### src/rtl/stksave_pkg.sv
// Shared widths, operation record and exception codes for the stack save
// sequencer. Assumes a 32-entry register file and word-sized stores.
package stksave_pkg;
    localparam int XLEN_P   = 32;
    localparam int CNT_W    = 4;
    localparam int RIDX_W   = 5;
    localparam int DEC_W    = 12;
    localparam logic [RIDX_W-1:0] GP_REG    = 5'd28;
    localparam logic [RIDX_W:0]   WRAP_BACK = 6'd16;

    typedef enum logic [1:0] {
        EXC_NONE  = 2'd0,
        EXC_RSVD  = 2'd1,
        EXC_ALIGN = 2'd2,
        EXC_ABORT = 2'd3
    } exc_e;

    typedef struct packed {
        logic [RIDX_W-1:0] rt;
        logic [CNT_W-1:0]  cnt;
        logic [DEC_W-1:0]  dec;
        logic              gp;
    } save_op_t;
endpackage

### src/rtl/stksave_decode.sv
// Field extraction for both instruction forms. Purely combinational.
// Assumes the caller already dispatched on opcode; opcode bits are not checked.
module stksave_decode
    import stksave_pkg::*;
(
    input  logic [31:0] insn,
    input  logic        is_short,
    output save_op_t    op
);
    logic unused_opbits;

    // Pick first register, count, decrement and gp option per form.
    always_comb begin
        if (is_short) begin
            op.rt  = insn[9] ? 5'd31 : 5'd30;
            op.cnt = insn[3:0];
            op.dec = {4'b0000, insn[7:4], 4'b0000};
            op.gp  = 1'b0;
        end else begin
            op.rt  = insn[25:21];
            op.cnt = insn[19:16];
            op.dec = {insn[11:3], 3'b000};
            op.gp  = insn[2];
        end
    end

    assign unused_opbits = ^{insn[31:26], insn[20], insn[15:10], insn[8], insn[1:0]};
endmodule

### src/rtl/stksave_regsel.sv
// Register index for a list step: consecutive from rt, wrapping 31 -> 16,
// with register 28 substituted in the final slot when gp is set.
module stksave_regsel
    import stksave_pkg::*;
(
    input  logic [RIDX_W-1:0] rt,
    input  logic [CNT_W-1:0]  step,
    input  logic [CNT_W-1:0]  cnt,
    input  logic              gp,
    output logic [RIDX_W-1:0] idx
);
    logic [RIDX_W:0] sum;
    logic [RIDX_W:0] wrapped;
    logic            last_slot;

    // Raw sum, wrap correction and gp substitution.
    always_comb begin
        sum       = {1'b0, rt} + {{(RIDX_W+1-CNT_W){1'b0}}, step};
        wrapped   = sum[RIDX_W] ? (sum - WRAP_BACK) : sum;
        last_slot = gp && (step == (cnt - 1'b1));
        idx       = last_slot ? GP_REG : wrapped[RIDX_W-1:0];
    end
endmodule

### src/rtl/stksave_seq.sv
// Top of the stack save sequencer. Latches the operation and stack pointer
// at start, then issues one valid/ready store per list entry at descending
// word addresses, and writes the new stack pointer only on full success.
// Assumes rf_data is an asynchronous read of rf_idx and the register file
// is not written while busy.
module stksave_seq
    import stksave_pkg::*;
#(
    parameter int XLEN = XLEN_P
) (
    input  logic            clk,
    input  logic            rst_n,
    input  logic            start,
    input  logic            is_short,
    input  logic [31:0]     insn,
    input  logic [XLEN-1:0] sp_in,
    input  logic            reduced_core,
    output logic            busy,
    output logic            done,
    output logic [RIDX_W-1:0] rf_idx,
    input  logic [XLEN-1:0] rf_data,
    output logic            st_valid,
    input  logic            st_ready,
    output logic [XLEN-1:0] st_addr,
    output logic [XLEN-1:0] st_data,
    input  logic            abort,
    output logic            sp_we,
    output logic [XLEN-1:0] sp_out,
    output logic            exc_valid,
    output logic [1:0]      exc_code,
    output logic [XLEN-1:0] exc_badva
);
    typedef enum logic {S_IDLE, S_REQ} state_e;

    state_e          state;
    save_op_t        op_dec, op_r;
    logic [CNT_W-1:0] step;
    logic [CNT_W:0]  step_inc;
    logic [XLEN-1:0] sp_r;
    logic            done_q, exc_q, last_step;
    exc_e            exc_code_q;
    logic [XLEN-1:0] badva_q, sp_out_q;

    stksave_decode u_dec (
        .insn     (insn),
        .is_short (is_short),
        .op       (op_dec)
    );

    stksave_regsel u_sel (
        .rt   (op_r.rt),
        .step (step),
        .cnt  (op_r.cnt),
        .gp   (op_r.gp),
        .idx  (rf_idx)
    );

    // Current store address and end-of-list detection.
    always_comb begin
        step_inc  = {1'b0, step} + 1'b1;
        st_addr   = sp_r - (XLEN'(step_inc) << 2);
        last_step = (step == (op_r.cnt - 1'b1));
    end

    // Sequencer: accept start, step through stores, finish or fault.
    always_ff @(posedge clk) begin
        if (!rst_n) begin
            state      <= S_IDLE;
            op_r       <= '0;
            sp_r       <= '0;
            step       <= '0;
            done_q     <= 1'b0;
            exc_q      <= 1'b0;
            exc_code_q <= EXC_NONE;
            badva_q    <= '0;
            sp_out_q   <= '0;
        end else begin
            done_q <= 1'b0;
            exc_q  <= 1'b0;
            case (state)
                S_IDLE: begin
                    if (start) begin
                        op_r <= op_dec;
                        sp_r <= sp_in;
                        step <= '0;
                        if (op_dec.gp && reduced_core) begin
                            exc_q      <= 1'b1;
                            exc_code_q <= EXC_RSVD;
                            badva_q    <= '0;
                        end else if (op_dec.cnt == '0) begin
                            done_q   <= 1'b1;
                            sp_out_q <= sp_in - XLEN'(op_dec.dec);
                        end else if (sp_in[1:0] != 2'b00) begin
                            exc_q      <= 1'b1;
                            exc_code_q <= EXC_ALIGN;
                            badva_q    <= sp_in - XLEN'(4);
                        end else begin
                            state <= S_REQ;
                        end
                    end
                end
                S_REQ: begin
                    if (abort) begin
                        exc_q      <= 1'b1;
                        exc_code_q <= EXC_ABORT;
                        badva_q    <= st_addr;
                        state      <= S_IDLE;
                    end else if (st_ready) begin
                        if (last_step) begin
                            done_q   <= 1'b1;
                            sp_out_q <= sp_r - XLEN'(op_r.dec);
                            state    <= S_IDLE;
                        end else begin
                            step <= step + 1'b1;
                        end
                    end
                end
                default: state <= S_IDLE;
            endcase
        end
    end

    // Output wiring.
    assign busy      = (state != S_IDLE);
    assign st_valid  = (state == S_REQ);
    assign st_data   = rf_data;
    assign done      = done_q;
    assign sp_we     = done_q;
    assign sp_out    = sp_out_q;
    assign exc_valid = exc_q;
    assign exc_code  = exc_code_q;
    assign exc_badva = badva_q;

    AST_HOLD_REQ: assert property (@(posedge clk) disable iff (!rst_n)
        st_valid && !st_ready && !abort |=> st_valid && $stable(st_addr) && $stable(rf_idx));
    AST_STORE_DESCENDS: assert property (@(posedge clk) disable iff (!rst_n)
        st_valid && st_ready && !abort |=> !st_valid || (st_addr == $past(st_addr) - XLEN'(4)));
    AST_FAULT_NO_SPWRITE: assert property (@(posedge clk) disable iff (!rst_n)
        exc_valid |-> !sp_we && !done);
    AST_ALIGN_BADVA: assert property (@(posedge clk) disable iff (!rst_n)
        exc_valid && (exc_code == 2'd2) |-> (exc_badva[1:0] != 2'b00));
    AST_IDLE_QUIET: assert property (@(posedge clk) disable iff (!rst_n)
        !busy |-> !st_valid);
endmodule

### config.mk
export PLATFORM = sky130hd
export DESIGN_NAME = stksave_seq
export DESIGN_NICKNAME = d
export VERILOG_FILES = /design/src/rtl/stksave_pkg.sv /design/src/rtl/stksave_decode.sv /design/src/rtl/stksave_regsel.sv /design/src/rtl/stksave_seq.sv
export SDC_FILE = /design/constraint.sdc
export NUM_CORES = 1
export LEC_CHECK = 0
export BUFFER_PORTS_ARGS = -buffer_cell sky130_fd_sc_hd__buf_4
export CORE_UTILIZATION = 40
export DETAILED_ROUTE_END_ITERATION = 10
export GPL_TIMING_DRIVEN = 1
export PLACE_DENSITY = 0.74
export SYNTH_ARGS = -nofsm -noshare
export SYNTH_HDL_FRONTEND = slang
export SYNTH_SLANG_ARGS = --single-unit
### constraint.sdc
create_clock -name clk -period 8.2 [get_ports clk]
set_clock_uncertainty 0.05 [all_clocks]
set_input_delay 1.23 -clock clk [delete_from_list [all_inputs] [get_ports clk]]
set_output_delay 1.23 -clock clk [all_outputs]
set_load 0.01 [all_outputs]
==> flow_metrics.py, run 1 <==
metrics = {
    "drt": {
        "wire_per_inst_um": 20.0,
        "drtIter0Drc": 763,
        "via_per_inst": 5.96,
        "first_pass_iters": 6,
        "drc": 0,
        "finalWirelength_um": 30600,
        "antenna_left": 0,
        "vias": 9134,
    },
    "power": {
        "ir_drop_uv": 127,
        "leakagePower_nw": 4.34,
        "pwr_density_cell_nw_per_um2": 186,
    },
    "die": {
        "ioPinCount": 243,
        "placementRows": 54,
        "start_util": 0.407,
        "dieWidth_um": 151,
        "die_area_sq_um": 22700,
        "coreArea_sq_um": 21800,
        "chipHeight_um": 151,
    },
    "critical_path": {
        "crit_arrival_ns": 3.62,
        "cp.buffers_inverters": 1,
        "cp_slowest_cell": "dfxtp_1",
        "critPathCaptureType": "output port",
        "cpPeakStageDelay_ns": 0.47,
        "cp_cell_sequence": "ha_1, nand3_1, ha_1, or4_1, or4_1, nand3b_4, nor4_2, xor2_1, buf_4",
        "critPathTopFamily": "simple AND/OR/NAND/NOR gates",
        "crit_type": "flop to output port",
        "cp_data_required_time_ns": 6.92,
        "cp-start-kind": "flop",
        "path_max_fanout": 15,
    },
    "yosys": {
        "synthDistinctLibCells": 78,
        "ys.flop_type": "dfxtp_1",
        "synth_area_sq_um": 8840,
        "synth.yosys.seq_area_share": 0.281,
        "synth_simple_gate_area_share": 0.275,
        "synth_edf_count": 0,
        "syn_nets": 1306,
        "synth-compound-area-share": 0.215,
        "synthAdderAreaFrac": 0.0515,
        "synth_top_family_by_area": "simple AND/OR/NAND/NOR gates",
        "synth_cells": 1169,
        "async_reset_ff_frac": 0,
        "synth_mux_area_frac": 0.0163,
        "synth-seq-cells": 124,
        "synthXorXnorAreaFrac": 0.0743,
        "synth_area_per_cell_sq_um": 7.57,
        "ys_warn_count": 0,
    },
    "cts": {
        "cts.sink_count": 124,
        "post-cts-setup-buffers": 0,
        "htreeDepth": 4,
        "cts_tree": "done",
        "clock_tree.buffer_depth": 2,
        "clock-root-buffer": "clkbuf_16",
        "numCtsBuffers": 17,
        "cts_resized": 0,
        "clk_latency_ns": 0.43,
        "holdBufCountCts": 0,
        "clkSlewWorstSetupHoldPaths_ns": 0.07,
    },
    "job": {
        "maxCapViolCount": 0,
    },
    "sta": {
        "finalSetupViolations": 0,
        "hold_viol": 0,
        "maxSlewViolCount": 0,
        "finalCriticalPeriod_ns": 4.90,
        "setup_tns_ns": 0,
        "timing.fmax_mhz": 204,
        "tightest_slew_ns": 1.02,
        "period_share": 0.598,
        "rsz0062_at_grt": "false",
        "post-route-worst-setup-slack_ns": 3.30,
        "relSlewSlack": 0.315,
    },
    "finish": {
        "nets": 1376,
        "antennaDiodeCount": 0,
        "final_layout_size_suffix_gt1_frac": 0.192,
        "layout_commonest_cell": "buf_4",
        "final_cell_mix": "buf_4 (177), nand2_1 (137), dfxtp_1 (123)",
        "nFillCells": 2184,
        "final_core_util": 0.482,
        "area_growth_pct": 18.6,
    },
    "placement": {
        "port_buffers": 167,
        "dpl.hpwl_um": 22400,
        "place_congestion": 0.917,
        "preCtsSetupSlack_ns": 3.84,
    },
    "global_route": {
        "grt_max_degree": 85,
        "antenna_found_initial": 0,
        "grt_remaining_overflow": 0,
        "grt_pass1_wl_um": 46700,
        "grt_pass1_vias": 8675,
        "track_usage": 0.270,
    },
    "min_path": {
        "hold_path_class": "flop to flop",
    },
    "run_status": {
        "status": "finished clean",
    },
}
## path summary, 6_finish.rpt
check | from | cells past startpoint | endpoint | slack (ns)
worst max register to register | step[0] | 9 | exc_badva[31] | 4.84
worst min register to register | op_r[10] | 2 | op_r[10] | 0.41
worst min-delay path | op_r[10] | 2 | op_r[10] | 0.41
worst max-delay path | step[0] | 9 | st_addr[25] | 3.30
## final cells by class
type                    instances  area [sq um]  share of cell area
inverters                      35           131              0.0125
well taps                     280           350              0.0334
clock buffers                  17           425              0.0406
repair buffers                177          1330               0.127
flip-flops and latches        124          2480               0.237
multi-input cells             884          5620               0.535
clock inverters                15           153              0.0146
## per-stage QoR
| step | power [mW] | hold slack [ns] | area [sq um] | std cells |
|---|---|---|---|---|
| 2_1_floorplan | 1.02 | 0.386 | 8840 | 1169 |
| 5_1_grt | 2.03 | 0.427 | 10500 | 1532 |
| 6_report | 1.95 | 0.405 | 10500 | 1532 |
| 4_1_cts | 1.95 | 0.408 | 10500 | 1532 |
| 3_5_place_dp | 1.20 | 0.399 | 9910 | 1500 |
| 3_3_place_gp | 1.19 | 0.394 | 9910 | 1500 |
## power by group
part | switching, mW | total, mW | internal (mW)
clock network | 0.329 | 0.757 | 0.428
registers | 0.0350 | 0.673 | 0.638
logic | 0.311 | 0.520 | 0.209
total | 0.675 | 1.95 | 1.27
## worst reg2reg max path: stages (launching register included)
cell and delay (ns):
dfxtp_1 0.47, ha_1 0.30, nand3_1 0.12, ha_1 0.23
or4_1 0.47, or4_1 0.46, nand3b_4 0.30, nor3_1 0.35
mux2_2 0.39, a31oi_1 0.15
## registers in the layout, indices dropped and copies added, names as in the netlist
| register | cells |
|---|---|
| sp_out | 32 |
| sp_r | 32 |
| busy | 1 |
| op_r | 19 |
| done | 1 |
| exc_valid | 1 |
| exc_badva | 32 |
| exc_code | 2 |
| step | 4 |
## per-layer routing
layer	vias to the layer above	wire length [um]	global-route usage
met2	390	14500	0.448
met5	-	0	0
li1	4351	-	-
met4	0	1310	0.134
met1	4307	12600	0.333
met3	86	2220	0.0497
## kinds of logic (layout without fill, tap and decap cells)
group,count (synthesis),in the layout
fa+ha+maj,34,34
simple gates,473,473
compound gates,288,288
flops,124,124
xor+xnor,75,75
buf+inv,161,244
mux,14,14
## Yosys cell counts, types with 4 or more instances
master | number | area, sq um
xor2_1 | 37 | 324
nand4_1 | 6 | 37.5
ha_1 | 30 | 375
o2111ai_1 | 4 | 35.0
nor4_1 | 35 | 219
a21oi_1 | 90 | 450
or2_2 | 6 | 37.5
o21a_1 | 13 | 97.6
nor3b_1 | 7 | 52.6
clkbuf_1 | 66 | 248
a22oi_1 | 20 | 150
nor2_1 | 79 | 297
dfxtp_1 | 124 | 2480
nor2b_1 | 9 | 56.3
or2_1 | 4 | 25.0
a21o_1 | 9 | 67.6
o211a_1 | 8 | 80.1
xnor2_1 | 38 | 333
nor3_1 | 67 | 335
buf_2 | 10 | 50.1
mux2i_1 | 11 | 110
or3_1 | 16 | 100
buf_1 | 11 | 41.3
or4_1 | 15 | 113
o21ai_0 | 48 | 240
a31oi_1 | 6 | 37.5
nand2_1 | 137 | 514
buf_4 | 37 | 278
inv_1 | 34 | 128
and2_1 | 4 | 25.0
and3_1 | 5 | 31.3
nand3_1 | 41 | 205
o31a_1 | 12 | 105
o211ai_1 | 5 | 37.5
nor4b_1 | 5 | 43.8
o31ai_1 | 14 | 105
a211oi_1 | 26 | 195
nand2b_1 | 17 | 106
fa_1 | 4 | 80.1
Note: power is estimated with default switching activity, not from simulation.
==> inputs of run 2 (changes only) <==
--- a/config.mk
+++ b/config.mk
@@ -9,7 +9,7 @@
 export CORE_UTILIZATION = 40
 export DETAILED_ROUTE_END_ITERATION = 10
 export GPL_TIMING_DRIVEN = 1
-export PLACE_DENSITY = 0.74
+export PLACE_DENSITY = 0.76
 export SYNTH_ARGS = -nofsm -noshare
 export SYNTH_HDL_FRONTEND = slang
 export SYNTH_SLANG_ARGS = --single-unit
==> constraint.sdc (replaced) <==
create_clock -name clk -period 4.4 [get_ports clk]
set_clock_uncertainty 0.05 [all_clocks]
set_input_delay 0.66 -clock clk [delete_from_list [all_inputs] [get_ports clk]]
set_output_delay 0.66 -clock clk [all_outputs]
set_load 0.01 [all_outputs]
==> flow_metrics.py, run 2 (synthesis gave the netlist of run 1 again) <==
metrics = {
    "critical_path": {
        "reg2reg_depth": 9,
        "worstReg2RegStart": "step[1]",
        "crit_cells": 9,
        "r2r_slack_ns": 1.13,
        "path_max_fanout": 15,
        "cpPeakStageDelay_ns": 0.47,
        "cp_data_required_time_ns": 3.69,
        "critPathCaptureType": "output port",
        "crit_type": "flop to output port",
        "cp.buffers_inverters": 1,
        "cp_cell_sequence": "ha_2, nand3_1, ha_1, or4_1, or4_1, nand3b_4, o31a_1, or2_2, buf_4",
        "worstReg2RegEnd": "exc_badva[31]",
        "critPathTopFamily": "simple AND/OR/NAND/NOR gates",
        "cp_slowest_cell": "or4_1",
        "critPathLaunch": "step[1]",
        "cp-endpoint": "st_addr[27]",
        "cp-start-kind": "flop",
        "cpMostUsedCell": "or4_1",
        "crit_arrival_ns": 3.48,
    },
    "sta": {
        "tightest_slew_ns": 1.05,
        "hold_ws_ns": 0.404,
        "setup_tns_ns": 0,
        "rsz0062_at_grt": "false",
        "hold_viol": 0,
        "maxSlewViolCount": 0,
        "finalCriticalPeriod_ns": 4.19,
        "timing.fmax_mhz": 239,
        "relSlewSlack": 0.298,
        "period_share": 0.952,
        "finalSetupViolations": 0,
    },
    "finish": {
        "nets": 1377,
        "area_growth_pct": 19.1,
        "antennaDiodeCount": 0,
        "layout_commonest_cell": "buf_4",
        "final_layout_size_suffix_gt1_frac": 0.194,
        "final_cell_mix": "buf_4 (177), nand2_1 (137), dfxtp_1 (122)",
        "nFillCells": 2177,
    },
    "power": {
        "leakagePower_nw": 4.35,
        "pwr_density_cell_nw_per_um2": 347,
        "power_mw": 3.66,
        "ir_drop_uv": 243,
    },
    "run_status": {
        "status": "finished clean",
    },
    "global_route": {
        "grt_pass1_vias": 8653,
        "grt_max_degree": 85,
        "grt_pass1_wl_um": 47400,
        "antenna_found_initial": 0,
        "grt_remaining_overflow": 0,
        "track_usage": 0.272,
    },
    "cts": {
        "clkSlewWorstSetupHoldPaths_ns": 0.06,
        "cts.sink_count": 124,
        "holdBufCountCts": 0,
        "htreeDepth": 4,
        "post-cts-setup-buffers": 0,
        "clock_tree.buffer_depth": 2,
        "clk_latency_ns": 0.43,
        "clock-root-buffer": "clkbuf_16",
        "cts_resized": 0,
        "numCtsBuffers": 17,
        "cts_tree": "done",
    },
    "drt": {
        "drc": 0,
        "antenna_left": 0,
        "wire_per_inst_um": 19.9,
        "vias": 9232,
        "finalWirelength_um": 30500,
        "first_pass_iters": 5,
        "via_per_inst": 6.02,
        "drtIter0Drc": 681,
    },
    "die": {
        "die_area_sq_um": 22700,
        "start_util": 0.407,
        "dieWidth_um": 151,
        "chipHeight_um": 151,
        "ioPinCount": 243,
        "coreArea_sq_um": 21800,
        "placementRows": 54,
    },
    "min_path": {
        "hold_path_class": "flop to flop",
    },
    "placement": {
        "port_buffers": 167,
        "place_congestion": 0.968,
        "dpl.hpwl_um": 22500,
    },
    "job": {
        "maxCapViolCount": 0,
    },
}
## run 2: changes by cell type in the layout (fill, tap and decap cells not counted), sizes merged
cell and delta:
buf +1, clkinv +2, inv -3, bufinv +1
## run 2: worst min-delay path by stage
stage	from	endpoint	depth (start not counted)
2_1_floorplan	op_r[10]	op_r[10]	2
3_3_place_gp	op_r[10]	op_r[10]	2
5_1_grt	op_r[12]	op_r[12]	2
6_report	op_r[9]	op_r[9]	2
3_5_place_dp	op_r[10]	op_r[10]	2
4_1_cts	op_r[10]	op_r[10]	2
## run 2: power by group
part           switching (mW)  leakage (nW)  total (mW)  internal (mW)
combinational           0.585          3.05       0.980          0.395
clock                   0.580         0.282        1.42          0.842
sequential             0.0668          1.02        1.26           1.19
## run 2: metal layers
metal,track usage,up-vias,share of wire
met5,0,-,0
met4,0.122,0,0.036
met3,0.0594,81,0.077
met2,0.444,460,0.47
met1,0.343,4365,0.41
li1,-,4326,-
## run 2: tightest hold or removal path, delay by kind of cell (launching register included)
family,cells,cell delay (ns)
AO/OA/AOI/OAI,1,0.05
AND/OR/NAND/NOR,1,0.05
flip-flops,1,0.31
## run 2: area by class of cell
| type | count | area [sq um] | share of cell area |
|---|---|---|---|
| Clock buffer | 17 | 425 | 0.0404 |
| Clock inverter | 15 | 161 | 0.0153 |
| Inverter | 35 | 131 | 0.0125 |
| Multi-Input combinational cell | 884 | 5630 | 0.534 |
| Sequential cell | 124 | 2480 | 0.236 |
| Tap cell | 280 | 350 | 0.0333 |
| Timing Repair Buffer | 178 | 1350 | 0.128 |
## run 2: metrics by stage
stage           util  cell area [sq um]  instances  setup WS, ns
2_1_floorplan      -               8840       1169          1.02
6_report       0.484              10500       1533         0.211
4_1_cts        0.483              10500       1533         0.189
5_1_grt        0.484              10500       1533        0.0112
3_5_place_dp   0.456               9930       1501         0.657
3_3_place_gp   0.456               9930       1501         0.728
==> inputs of run 3 (changes only) <==
--- a/config.mk
+++ b/config.mk
@@ -6,10 +6,10 @@
 export NUM_CORES = 1
 export LEC_CHECK = 0
 export BUFFER_PORTS_ARGS = -buffer_cell sky130_fd_sc_hd__buf_4
-export CORE_UTILIZATION = 40
+export CORE_UTILIZATION = 30
 export DETAILED_ROUTE_END_ITERATION = 10
 export GPL_TIMING_DRIVEN = 1
-export PLACE_DENSITY = 0.76
+export PLACE_DENSITY = 0.62
 export SYNTH_ARGS = -nofsm -noshare
 export SYNTH_HDL_FRONTEND = slang
 export SYNTH_SLANG_ARGS = --single-unit
==> flow_metrics.py, run 3 (synthesis gave the netlist of run 1 again) <==
metrics = {
    "run_status": {
        "status": "finished clean",
    },
    "critical_path": {
        "cp_data_required_time_ns": 3.69,
        "crit_type": "flop to output port",
        "r2r_slack_ns": 1.14,
        "path_max_fanout": 15,
        "worstReg2RegEnd": "exc_badva[31]",
        "critPathCaptureType": "output port",
        "worstReg2RegStart": "step[1]",
        "crit_arrival_ns": 3.50,
        "critPathLaunch": "step[1]",
        "reg2reg_depth": 9,
        "cp-start-kind": "flop",
    },
    "drt": {
        "wl_met2_um": 15200,
        "antenna_left": 0,
        "drc": 0,
        "vias": 9106,
        "met3_length_um": 2430,
        "via_per_inst": 5.55,
        "finalWirelength_um": 32000,
        "first_pass_iters": 5,
        "drtIter0Drc": 798,
        "top_layer_used": "met5",
        "wire_per_inst_um": 19.5,
        "drt-met1-wl_um": 13700,
    },
    "sta": {
        "finalCriticalPeriod_ns": 4.21,
        "maxSlewViolCount": 0,
        "hold_viol": 0,
        "setup_tns_ns": 0,
        "relSlewSlack": 0.289,
        "finalSetupViolations": 0,
        "hold_ws_ns": 0.403,
        "rsz0062_at_grt": "false",
        "tightest_slew_ns": 1.06,
        "timing.fmax_mhz": 237,
        "period_share": 0.958,
    },
    "min_path": {
        "hold_path_class": "flop to flop",
        "hold_path_end": "op_r[7]",
        "hp-start": "op_r[7]",
        "hold_depth": 2,
    },
    "die": {
        "coreArea_sq_um": 28900,
        "die_area_sq_um": 30200,
        "start_util": 0.306,
        "placementRows": 62,
        "ioPinCount": 243,
        "dieWidth_um": 174,
        "chipHeight_um": 174,
    },
    "power": {
        "ir_drop_uv": 241,
        "leakagePower_nw": 4.38,
        "pwr_density_cell_nw_per_um2": 353,
    },
    "cts": {
        "clock-root-buffer": "clkbuf_16",
        "clk_latency_ns": 0.43,
        "htreeDepth": 4,
        "clkSlewWorstSetupHoldPaths_ns": 0.06,
        "clock_tree.buffer_depth": 2,
        "cts.sink_count": 124,
        "numCtsBuffers": 17,
        "cts_tree": "done",
        "post-cts-setup-buffers": 0,
    },
    "finish": {
        "multi_input_area_sq_um": 5630,
        "area_growth_pct": 21.2,
        "final_layout_size_suffix_gt1_frac": 0.195,
        "nFillCells": 3060,
        "seq_area_sq_um": 2480,
        "layout_commonest_cell": "buf_4",
        "final_cell_mix": "buf_4 (182), nand2_1 (137), dfxtp_1 (122)",
        "nets": 1381,
    },
    "global_route": {
        "grt_remaining_overflow": 0,
        "track_usage": 0.209,
        "grt_pass1_vias": 8386,
        "antenna_found_initial": 1,
        "grt_max_degree": 66,
        "grt_pass1_wl_um": 49100,
    },
    "placement": {
        "dpl.hpwl_um": 24200,
        "port_buffers": 167,
        "place_congestion": 0.940,
    },
    "job": {
        "maxCapViolCount": 0,
    },
}
[run 3: cell types whose count changed in the layout (fill, tap and decap cells not counted)]
cell	delta
ha_2	-1
buf_12	-1
inv_8	-1
clkinvlp_4	+1
diode_2	+1
bufinv_16	+2
clkbuf_8	+1
clkinv_2	-2
inv_6	-2
ha_1	+1
buf_4	+5
[run 3: stage by stage]
stage / area [sq um] / utilization / setup WS [ns] / power, mW / cells
after global routing: 10700 / 0.371 / 0.0232 / 3.94 / 1640
after detailed placement: 10100 / 0.349 / 0.554 / 2.25 / 1609
final: 10700 / 0.371 / 0.186 / 3.79 / 1641
after floorplan: 8840 / - / 1.02 / 1.89 / 1169
after global placement: 10100 / 0.349 / 0.628 / 2.24 / 1609
after CTS: 10700 / 0.371 / 0.0788 / 3.79 / 1640
[run 3: critical path, stage by stage (launching register included)]
cell and delay (ns):
dfxtp_1 0.43, ha_1 0.27, nand3_1 0.10, ha_1 0.23
or4_1 0.48, or4_1 0.44, nand3b_4 0.31, o31a_1 0.36
or2_2 0.30, buf_4 0.14
[run 3: worst max path at each step]
stage                  end  slack [ns]  cells after the start
2_1_floorplan  st_addr[23]        1.02                      9
3_3_place_gp   st_addr[25]        0.63                      9
3_5_place_dp   st_addr[25]        0.55                      9
4_1_cts        st_addr[25]        0.08                      9
5_1_grt        st_addr[25]        0.02                      9
6_report       st_addr[27]        0.19                      9
[run 3: what timing repair did]
item	CTS	global route
hold buffers	0	0
resized for setup	0	2
endpoints found under the setup margin	0	2
[run 3: metal layers]
metal  GRT usage  vias up
met5           0        -
met4      0.0687        2
met3      0.0430       47
met1       0.276     4358
met2       0.339      369
li1            -     4330
[run 3: power breakdown]
part,switching [mW],internal [mW]
clock,0.585,0.964
sequential,0.0689,1.19
combinational,0.585,0.394
total,1.24,2.55
[run 3: area by class of cell]
type,instances,area share
Antenna cell,1,0.000233
Clock buffer,18,0.0410
Clock inverter,13,0.0177
Inverter,35,0.0123
Multi-Input combinational cell,884,0.525
Sequential cell,124,0.232
Tap cell,384,0.0448
Timing Repair Buffer,182,0.127
